File: config.mk
export PLATFORM = sky130hd
export DESIGN_NAME = ext_trig_conditioner
export DESIGN_NICKNAME = d
export VERILOG_FILES = /design/src/rtl/etc_pkg.sv /design/src/rtl/etc_sync.sv /design/src/rtl/etc_prescale.sv /design/src/rtl/etc_filter.sv /design/src/rtl/ext_trig_conditioner.sv
export SDC_FILE = /design/constraint.sdc
export NUM_CORES = 1
export LEC_CHECK = 0
export BUFFER_PORTS_ARGS = -buffer_cell sky130_fd_sc_hd__buf_2
export CAP_MARGIN = 20
export CELL_PAD_IN_SITES_DETAIL_PLACEMENT = 1
export CELL_PAD_IN_SITES_GLOBAL_PLACEMENT = 1
export CORE_AREA = 2 2 67 50
export DETAILED_ROUTE_END_ITERATION = 8
export DIE_AREA = 0 0 69 52
export GPL_ROUTABILITY_DRIVEN = 0
export PLACE_DENSITY_LB_ADDON = 0.1
export SYNTH_ARGS = -nofsm -noshare
export SYNTH_HDL_FRONTEND = slang
export SYNTH_SLANG_ARGS = --single-unit
export TNS_END_PERCENT = 5
File: constraint.sdc
create_clock -name clk -period 3.2 [get_ports clk]
set_input_delay 0.64 -clock clk [delete_from_list [all_inputs] [get_ports clk]]
set_output_delay 0.64 -clock clk [all_outputs]
set_load 0.02 [all_outputs]
File: src/rtl/etc_pkg.sv
package etc_pkg;

    localparam int DIV_W   = 5;   // sample divider reaches /32
    localparam int MATCH_W = 4;   // largest run length is 8

    // Sample-enable mask: a sample is taken when (divider & mask) == 0.
    function automatic logic [DIV_W-1:0] flt_div_mask(input logic [3:0] code);
        case (code)
            4'd0, 4'd1, 4'd2, 4'd3: flt_div_mask = 5'd0;
            4'd4, 4'd5:             flt_div_mask = 5'd1;
            4'd6, 4'd7:             flt_div_mask = 5'd3;
            4'd8, 4'd9:             flt_div_mask = 5'd7;
            4'd10, 4'd11, 4'd12:    flt_div_mask = 5'd15;
            default:                flt_div_mask = 5'd31;
        endcase
    endfunction

    // Number of consecutive differing samples needed to move the output.
    function automatic logic [MATCH_W-1:0] flt_need(input logic [3:0] code);
        case (code)
            4'd0:                     flt_need = 4'd1;
            4'd1:                     flt_need = 4'd2;
            4'd2:                     flt_need = 4'd4;
            4'd10, 4'd13:             flt_need = 4'd5;
            4'd4, 4'd6, 4'd8,
            4'd11, 4'd14:             flt_need = 4'd6;
            default:                  flt_need = 4'd8;
        endcase
    endfunction

    typedef struct packed {
        logic       prev;
        logic [2:0] cnt;
        logic [1:0] code;
        logic       out;
    } psc_state_t;

    typedef struct packed {
        logic [DIV_W-1:0]   div;
        logic [MATCH_W-1:0] match;
        logic               out;
    } flt_state_t;

endpackage

File: src/rtl/etc_sync.sv
module etc_sync #(
    parameter int STAGES = 2
) (
    input  logic clk,
    input  logic rst_n,
    input  logic async_in,
    output logic sync_out
);
    logic [STAGES-1:0] sh_d, sh_q;

    always_comb begin
        sh_d = {sh_q[STAGES-2:0], async_in};
    end

    always_ff @(posedge clk) begin
        if (!rst_n) sh_q <= '0;
        else        sh_q <= sh_d;
    end

    assign sync_out = sh_q[STAGES-1];
endmodule

File: src/rtl/etc_prescale.sv
module etc_prescale
    import etc_pkg::*;
(
    input  logic       clk,
    input  logic       rst_n,
    input  logic       lvl_in,
    input  logic [1:0] code,
    output logic       lvl_out
);
    psc_state_t d, q;
    logic       rise;
    logic [3:0] last;

    always_comb begin
        d      = q;
        d.prev = lvl_in;
        d.code = code;
        rise   = lvl_in & ~q.prev;
        last   = (code == 2'd0) ? 4'd0 : (4'd1 << (code - 2'd1)) - 4'd1;
        if (code == 2'd0) begin
            d.out = lvl_in;
            d.cnt = '0;
        end else if (code != q.code) begin
            d.cnt = '0;
        end else if (rise) begin
            if ({1'b0, q.cnt} >= last) begin
                d.out = ~q.out;
                d.cnt = '0;
            end else begin
                d.cnt = q.cnt + 3'd1;
            end
        end
    end

    always_ff @(posedge clk) begin
        if (!rst_n) q <= '0;
        else        q <= d;
    end

    assign lvl_out = q.out;

    // divided output moves only on an input active edge
    p_div_hold_r4: assert property (@(posedge clk) disable iff (!rst_n)
        (code != 2'd0 && !rise) |=> $stable(lvl_out));
endmodule

File: src/rtl/etc_filter.sv
module etc_filter
    import etc_pkg::*;
(
    input  logic       clk,
    input  logic       rst_n,
    input  logic       smp_in,
    input  logic [3:0] code,
    output logic       lvl_out
);
    flt_state_t         d, q;
    logic [DIV_W-1:0]   mask;
    logic [MATCH_W-1:0] need;
    logic               smp_en;

    always_comb begin
        d      = q;
        d.div  = q.div + 1'b1;
        mask   = flt_div_mask(code);
        need   = flt_need(code);
        smp_en = ((q.div & mask) == '0);
        if (smp_en) begin
            if (smp_in == q.out) begin
                d.match = '0;
            end else if (q.match + 4'd1 >= need) begin
                d.out   = smp_in;
                d.match = '0;
            end else begin
                d.match = q.match + 4'd1;
            end
        end
    end

    always_ff @(posedge clk) begin
        if (!rst_n) q <= '0;
        else        q <= d;
    end

    assign lvl_out = q.out;

    p_hold_between_samples_r7: assert property (@(posedge clk) disable iff (!rst_n)
        !smp_en |=> $stable(lvl_out));

    p_new_level_is_sample_r9: assert property (@(posedge clk) disable iff (!rst_n)
        (lvl_out != $past(lvl_out)) |-> (lvl_out == $past(smp_in)));
endmodule

File: src/rtl/ext_trig_conditioner.sv
module ext_trig_conditioner #(
    parameter int SYNC_STAGES = 2
) (
    input  logic       clk,
    input  logic       rst_n,
    input  logic       trig_pin,
    input  logic       cfg_invert,
    input  logic [1:0] cfg_psc,
    input  logic [3:0] cfg_flt,
    input  logic       cfg_extclk_en,
    output logic       trig_level,
    output logic       trig_edge,
    output logic       cnt_strobe
);
    logic pin_sync, pol_lvl, psc_lvl, flt_lvl;
    logic prev_d, prev_q;

    etc_sync #(.STAGES(SYNC_STAGES)) u_sync (
        .clk(clk), .rst_n(rst_n), .async_in(trig_pin), .sync_out(pin_sync));

    assign pol_lvl = pin_sync ^ cfg_invert;

    etc_prescale u_psc (
        .clk(clk), .rst_n(rst_n), .lvl_in(pol_lvl), .code(cfg_psc), .lvl_out(psc_lvl));

    etc_filter u_flt (
        .clk(clk), .rst_n(rst_n), .smp_in(psc_lvl), .code(cfg_flt), .lvl_out(flt_lvl));

    always_comb begin
        prev_d = flt_lvl;
    end

    always_ff @(posedge clk) begin
        if (!rst_n) prev_q <= 1'b0;
        else        prev_q <= prev_d;
    end

    assign trig_level = flt_lvl;
    assign trig_edge  = flt_lvl & ~prev_q;
    assign cnt_strobe = trig_edge & cfg_extclk_en;

    p_edge_one_cycle_r2: assert property (@(posedge clk) disable iff (!rst_n)
        trig_edge |=> !trig_edge);

    p_edge_on_rise_r2: assert property (@(posedge clk) disable iff (!rst_n)
        trig_edge |-> (trig_level && !$past(trig_level)));
endmodule

# == Word level (Yosys, flattened, before mapping) ==
# Memories as Yosys holds them, arrays and structs flattened.
# Cells that the tools add are included.
# word_totals
mem_count,2
mem_bits_ro,144
regBits,20
word_cells,47
out_inout_bits,3
in_bits,11
# mem_list
name,words,word_bits,rd,rd_clocked_by_memory_dff,write_ports,line_no,rtl
(no name shown),16,5,1,0,0,etc_pkg.sv:8,case (code)
(no name shown),16,4,1,0,0,etc_pkg.sv:20,case (code)
# classes
muxes,8
bitwise_logic,10
n_lt_le_gt_ge,2
reduce_logical,7
add_sub_neg,5
eq_ne,3
shifts,1
# op_table
cell,n
two-way mux 4 bit,3
AND reduction 3 bit,2
adder 5 x 1 -> 5 bit (second input constant),1
AND 5 bit,1
zero test 5 bit,1
inverter 1 bit,5
adder 4 x 1 -> 4 bit (second input constant),1
greater-or-equal comparator 3 x 4 -> 1 bit,1
greater-or-equal comparator 4 bit,1
two-way mux 1 bit,4
nonzero test 2 bit,2
left shift 1 x 2 -> 4 bit (first input constant),1
subtractor 4 x 1 -> 4 bit (second input constant),1
adder 3 x 1 -> 3 bit (second input constant),1
AND 1 bit,3
two-way mux 3 bit,1
OR reduction 3 bit,1
zero test 2 bit,1
inequality test 2 x 1 -> 1 bit (second input constant),1
inequality test 2 bit,1
subtractor 2 x 1 -> 2 bit (second input constant),1
equality test 1 bit,1
bitwise XOR 1 bit,1

# == Depth between registers and ports, before layout ==
# logic_depth
ltp_word,9
ltp_mapped,11

# == Cells and area by module ==
# From an unflattened synthesis, not the netlist that was laid out.
# unflattened
hier_cells,141
area_unflattened_um2,1270.0
# by_module_without_submodules
mod,cells_per_inst,area_each_um2,instances
etc_filter,84,714.4,1
etc_prescale,48,452.9,1
etc_sync,4,52.6,1
ext_trig_conditioner,5,50.0,1

# == Worst setup path after synthesis ==
# OpenSTA, ideal clock, no wires.
# synth_timing
path_kind,input to register
startpoint,in cfg_flt[3]
endpoint,reg u_flt.q[1] (netlist bit)
t_required_ns,3.116
setup_time_ns,0.084
arrival_time_ns,2.631
stages,9
setup_slack_ns,0.485
cell_sequence,clkbuf_1 -> mux2i_1 -> o21ai_0 -> ha_1 -> nand2b_1 -> a2111oi_0 -> a21oi_1 -> or3b_4 -> o31ai_2
# synth_between
elab_chain_len,4
word_cells_on_any_way,7
classes_between,1 x order compare; 2 x mux; 1 x bitwise; 1 x reduce/logical; 2 x memory
# synth_lines
element,line_no,rtl
"start, declared",ext_trig_conditioner.sv:9,"input logic [3:0] cfg_flt,"
memory read (16 x 4 bit),--,
greater-or-equal comparator 4 bit,etc_filter.sv:24,end else if (q.match + 4'd1 >= need) begin
two-way mux 4 bit,etc_filter.sv:24,
two-way mux 4 bit,etc_filter.sv:22,if (smp_in == q.out) begin
"end signal, assigned",etc_filter.sv:34,if (!rst_n) q <= '0;
"end signal, assigned",etc_filter.sv:35,else q <= d;
"end, declared",etc_filter.sv:10,"flt_state_t d, q;"
# Several ways; a longest one is shown, not always the timed one.
# A chain may end at the register's enable or synchronous reset.

# == Final worst setup path ==
# layout_timing
startpoint,in cfg_flt[0]
endpoint,reg u_flt.q[2] (netlist bit)
# The elaborated chain is that of the path after synthesis.

==> summary.txt <==
Status
  – Outcome: finished, final reports clean

Floorplan
  – Core area: 2980 µm²
  – Starting Density: 40.8%
  – Die width: 69 µm
  – Top-level port count: 14
  – Rows: 17
  – Die H: 52 µm
  – Die area: 3590 µm²

Yosys
  – Flops & latches, synth: 20
  – Number of synthesis warnings: 0
  – Syn Area/Cell: 8.92 µm²
  – Synth unique cells: 36
  – Top cell type by total area after synthesis: dfxtp_1
  – Post-Synthesis Cells: 136
  – Post-synthesis net count: 163
  – Part of the Yosys area used for sequential elements: 33.0%
  – Top cell type's share of synthesized area: 33.0%
  – Top post-synthesis cells by area: dfxtp_1 33%, ha_1 16%, xor2_1 5.8%
  – Mapped Area: 1210 µm²

Final layout
  – P&R area growth vs syn: 10.7%
  – Number of filler cells placed in the layout: 364
  – Most frequent cells in the layout: 20 x dfxtp_1, 16 x ha_1, 13 x nor2_1, 13 x buf_2, 12 x nand2_1
  – Share of layout cells above drive strength 1: 14.9%
  – Commonest non-fill, non-tap cell in the layout: dfxtp_1
  – Final net count: 176
  – Antenna diodes: 0

Power and ir drop
  – Combinational share of power: 15.3%
  – Switching Share: 25.3%
  – Pwr Density: 403 nW/µm²
  – Internal: 0.000405 W
  – VDD IR max: 229 µV
  – Clk pwr share: 35.7%
  – Leakage: 0.612 nW
  – Register share of total power: 49.0%
  – NetSw: 0.000137 W

Drt
  – Vias/cell: 5.03
  – Wire length on met2: 992 µm
  – Drc violations: 0
  – Iter 0 DRT Violations: 14
  – Vias: 935
  – Met3 routed WL: 101 µm
  – Total wire length: 2.41 mm
  – WL per Instance: 12.9 µm
  – DRT Pass-1 Iters: 3
  – Met1 wire length: 1.28 mm
  – Detail Route Antenna Nets: 0
  – Top routing layer used: met4

Clocking
  – CTS max path bufs: 2
  – CTS tree: done
  – Setup Buffers After CTS: 0
  – Hold_buf cts: 0
  – CTS root buffer: clkbuf_8
  – Clock Pin Slew Worst Setup and Hold Paths: 0.08 ns
  – Total CTS buffers: 3
  – Worst skew pair latency: 0.26 ns
  – Post-CTS sizing: 0
  – Clock sink count: 20
  – H-tree level count: 1

STA
  – Period utilization: 85.0%
  – Final min period: 2.72 ns
  – Worst hold slack: 0.449 ns
  – Hold Fails Final Rpt: 0
  – Fin Setup TNS: 0 ns
  – Final Slew Violations: 0
  – RSZ-0062 raised after global routing: false
  – Skew final: 0.00749 ns
  – Max frequency: 0.368 GHz
  – Final setup vio count: 0

GRT
  – Largest net degree at the start of global routing: 18
  – Vias in the first global route: 964
  – Initial antenna violation count: 0
  – Total track usage: 16.1%
  – First-pass GRT wire length: 4.46 mm
  – Total grt overflow: 0

Critical path
  – CP endpoint kind: register
  – Worst EP required: 3.39 ns
  – Crit path DAT: 2.91 ns
  – CP Class: in -> reg
  – Crit path launch type: input port
  – Crit-path max FO: 5

Placed design
  – Hpwl dp: 1.88 mm
  – IO Port Bufs: 13

Flow run
  – Max-cap viol count: 0

Worst hold path
  – HP Class: reg -> reg
power groups by stage:
stage | sequential, W | clock (W) | combinational (W)
finish | 0.000265 | 0.000193 | 0.0000829
global route | 0.000267 | 0.000211 | 0.0000980
CTS | 0.000265 | 0.000200 | 0.0000844
detailed placement | 0.000271 | 0 | 0.0000833
global placement | 0.000271 | 0 | 0.0000803
floorplan | 0.000270 | 0 | 0.0000652
flip-flops by register name, indices dropped and copies added (netlist names):
name / count
u_flt.q: 9
u_sync.sh_q: 2
u_flt.lvl_out: 1
u_psc.lvl_out: 1
u_psc.q: 6
prev_q: 1
layout make-up:
| type | instances | area [µm²] | area share, % |
|---|---|---|---|
| multi-input combinational | 105 | 753 | 56.1 |
| timing repair buffer | 13 | 65.1 | 4.84 |
| clock buffer | 4 | 55.1 | 4.10 |
| sequential | 20 | 400 | 29.8 |
| tap | 38 | 47.5 | 3.54 |
| inverter | 6 | 22.5 | 1.68 |
metrics by stage:
| stage | instance area [µm²] | setup slack, ns | power (W) | instances | util (%) |
|---|---|---|---|---|---|
| floorplan | 1210 | 0.485 | 0.000335 | 136 | - |
| global placement | 1290 | 0.279 | 0.000351 | 182 | 43.3 |
| detailed placement | 1290 | 0.205 | 0.000355 | 182 | 43.3 |
| CTS | 1340 | 0.464 | 0.000550 | 186 | 45.1 |
| global route | 1340 | 0.187 | 0.000576 | 186 | 45.1 |
| finish | 1340 | 0.481 | 0.000542 | 186 | 45.1 |
worst max-delay path, cell delays in order:
cell and delay (ns):
buf_2 0.12, inv_1 0.08, ha_1 0.30, nand2_1 0.08, o21ai_0 0.09, nor2_1 0.10
a21oi_1 0.05, ha_1 0.28, a2111oi_0 0.37, a21oi_1 0.15, or3b_4 0.45, o22ai_1 0.19
final timing paths:
| check | startpoint | to | slack (ns) | depth (start not counted) |
|---|---|---|---|---|
| setup / recovery | cfg_flt[0] | u_flt.q[2]$_SDFFE_PN0P_ | 0.48 | 12 |
| hold / removal | u_sync.sh_q[0]$_SDFF_PN0_ | u_sync.sh_q[1]$_SDFF_PN0_ | 0.45 | 1 |
| setup reg to reg | u_flt.q[1]$_SDFFE_PN0P_ | u_flt.q[2]$_SDFFE_PN0P_ | 0.94 | 6 |
| hold reg to reg | u_sync.sh_q[0]$_SDFF_PN0_ | u_sync.sh_q[1]$_SDFF_PN0_ | 0.45 | 1 |
per-layer routing:
layer	global-route usage, %	vias to the layer above
li1	-	487
met1	21.0	431
met2	25.0	12
met3	5.62	5
met4	4.90	0
met5	0	-
cells in the mapped netlist, drive strengths merged:
library cell	count
a21o	1
nand2	12
nor2	13
clkbuf	2
a21boi	1
a41o	1
o21ai	7
xnor2	4
and3	1
nand2b	2
a2111oi	1
nand3b	2
nor2b	2
nand4	2
a21oi	3
dfxtp	20
o31ai	2
nand3	5
and2	8
o31a	1
and2b	1
buf	3
or3b	1
a211o	2
xor2	8
conb	1
ha	16
o211ai	1
inv	6
o22ai	3
a211oi	1
mux2i	2
mux2	1
kinds of logic after synthesis:
kind of cell	after synthesis	synth area share (%)
xor+xnor	12	8.66
fa+ha+maj	16	16.5
mux	3	2.58
other cells	1	0.309
flops	20	33.0
buf+inv	11	4.95
compound gates	24	13.7
simple gates	49	20.3
Power figures use the tool's default switching activity.
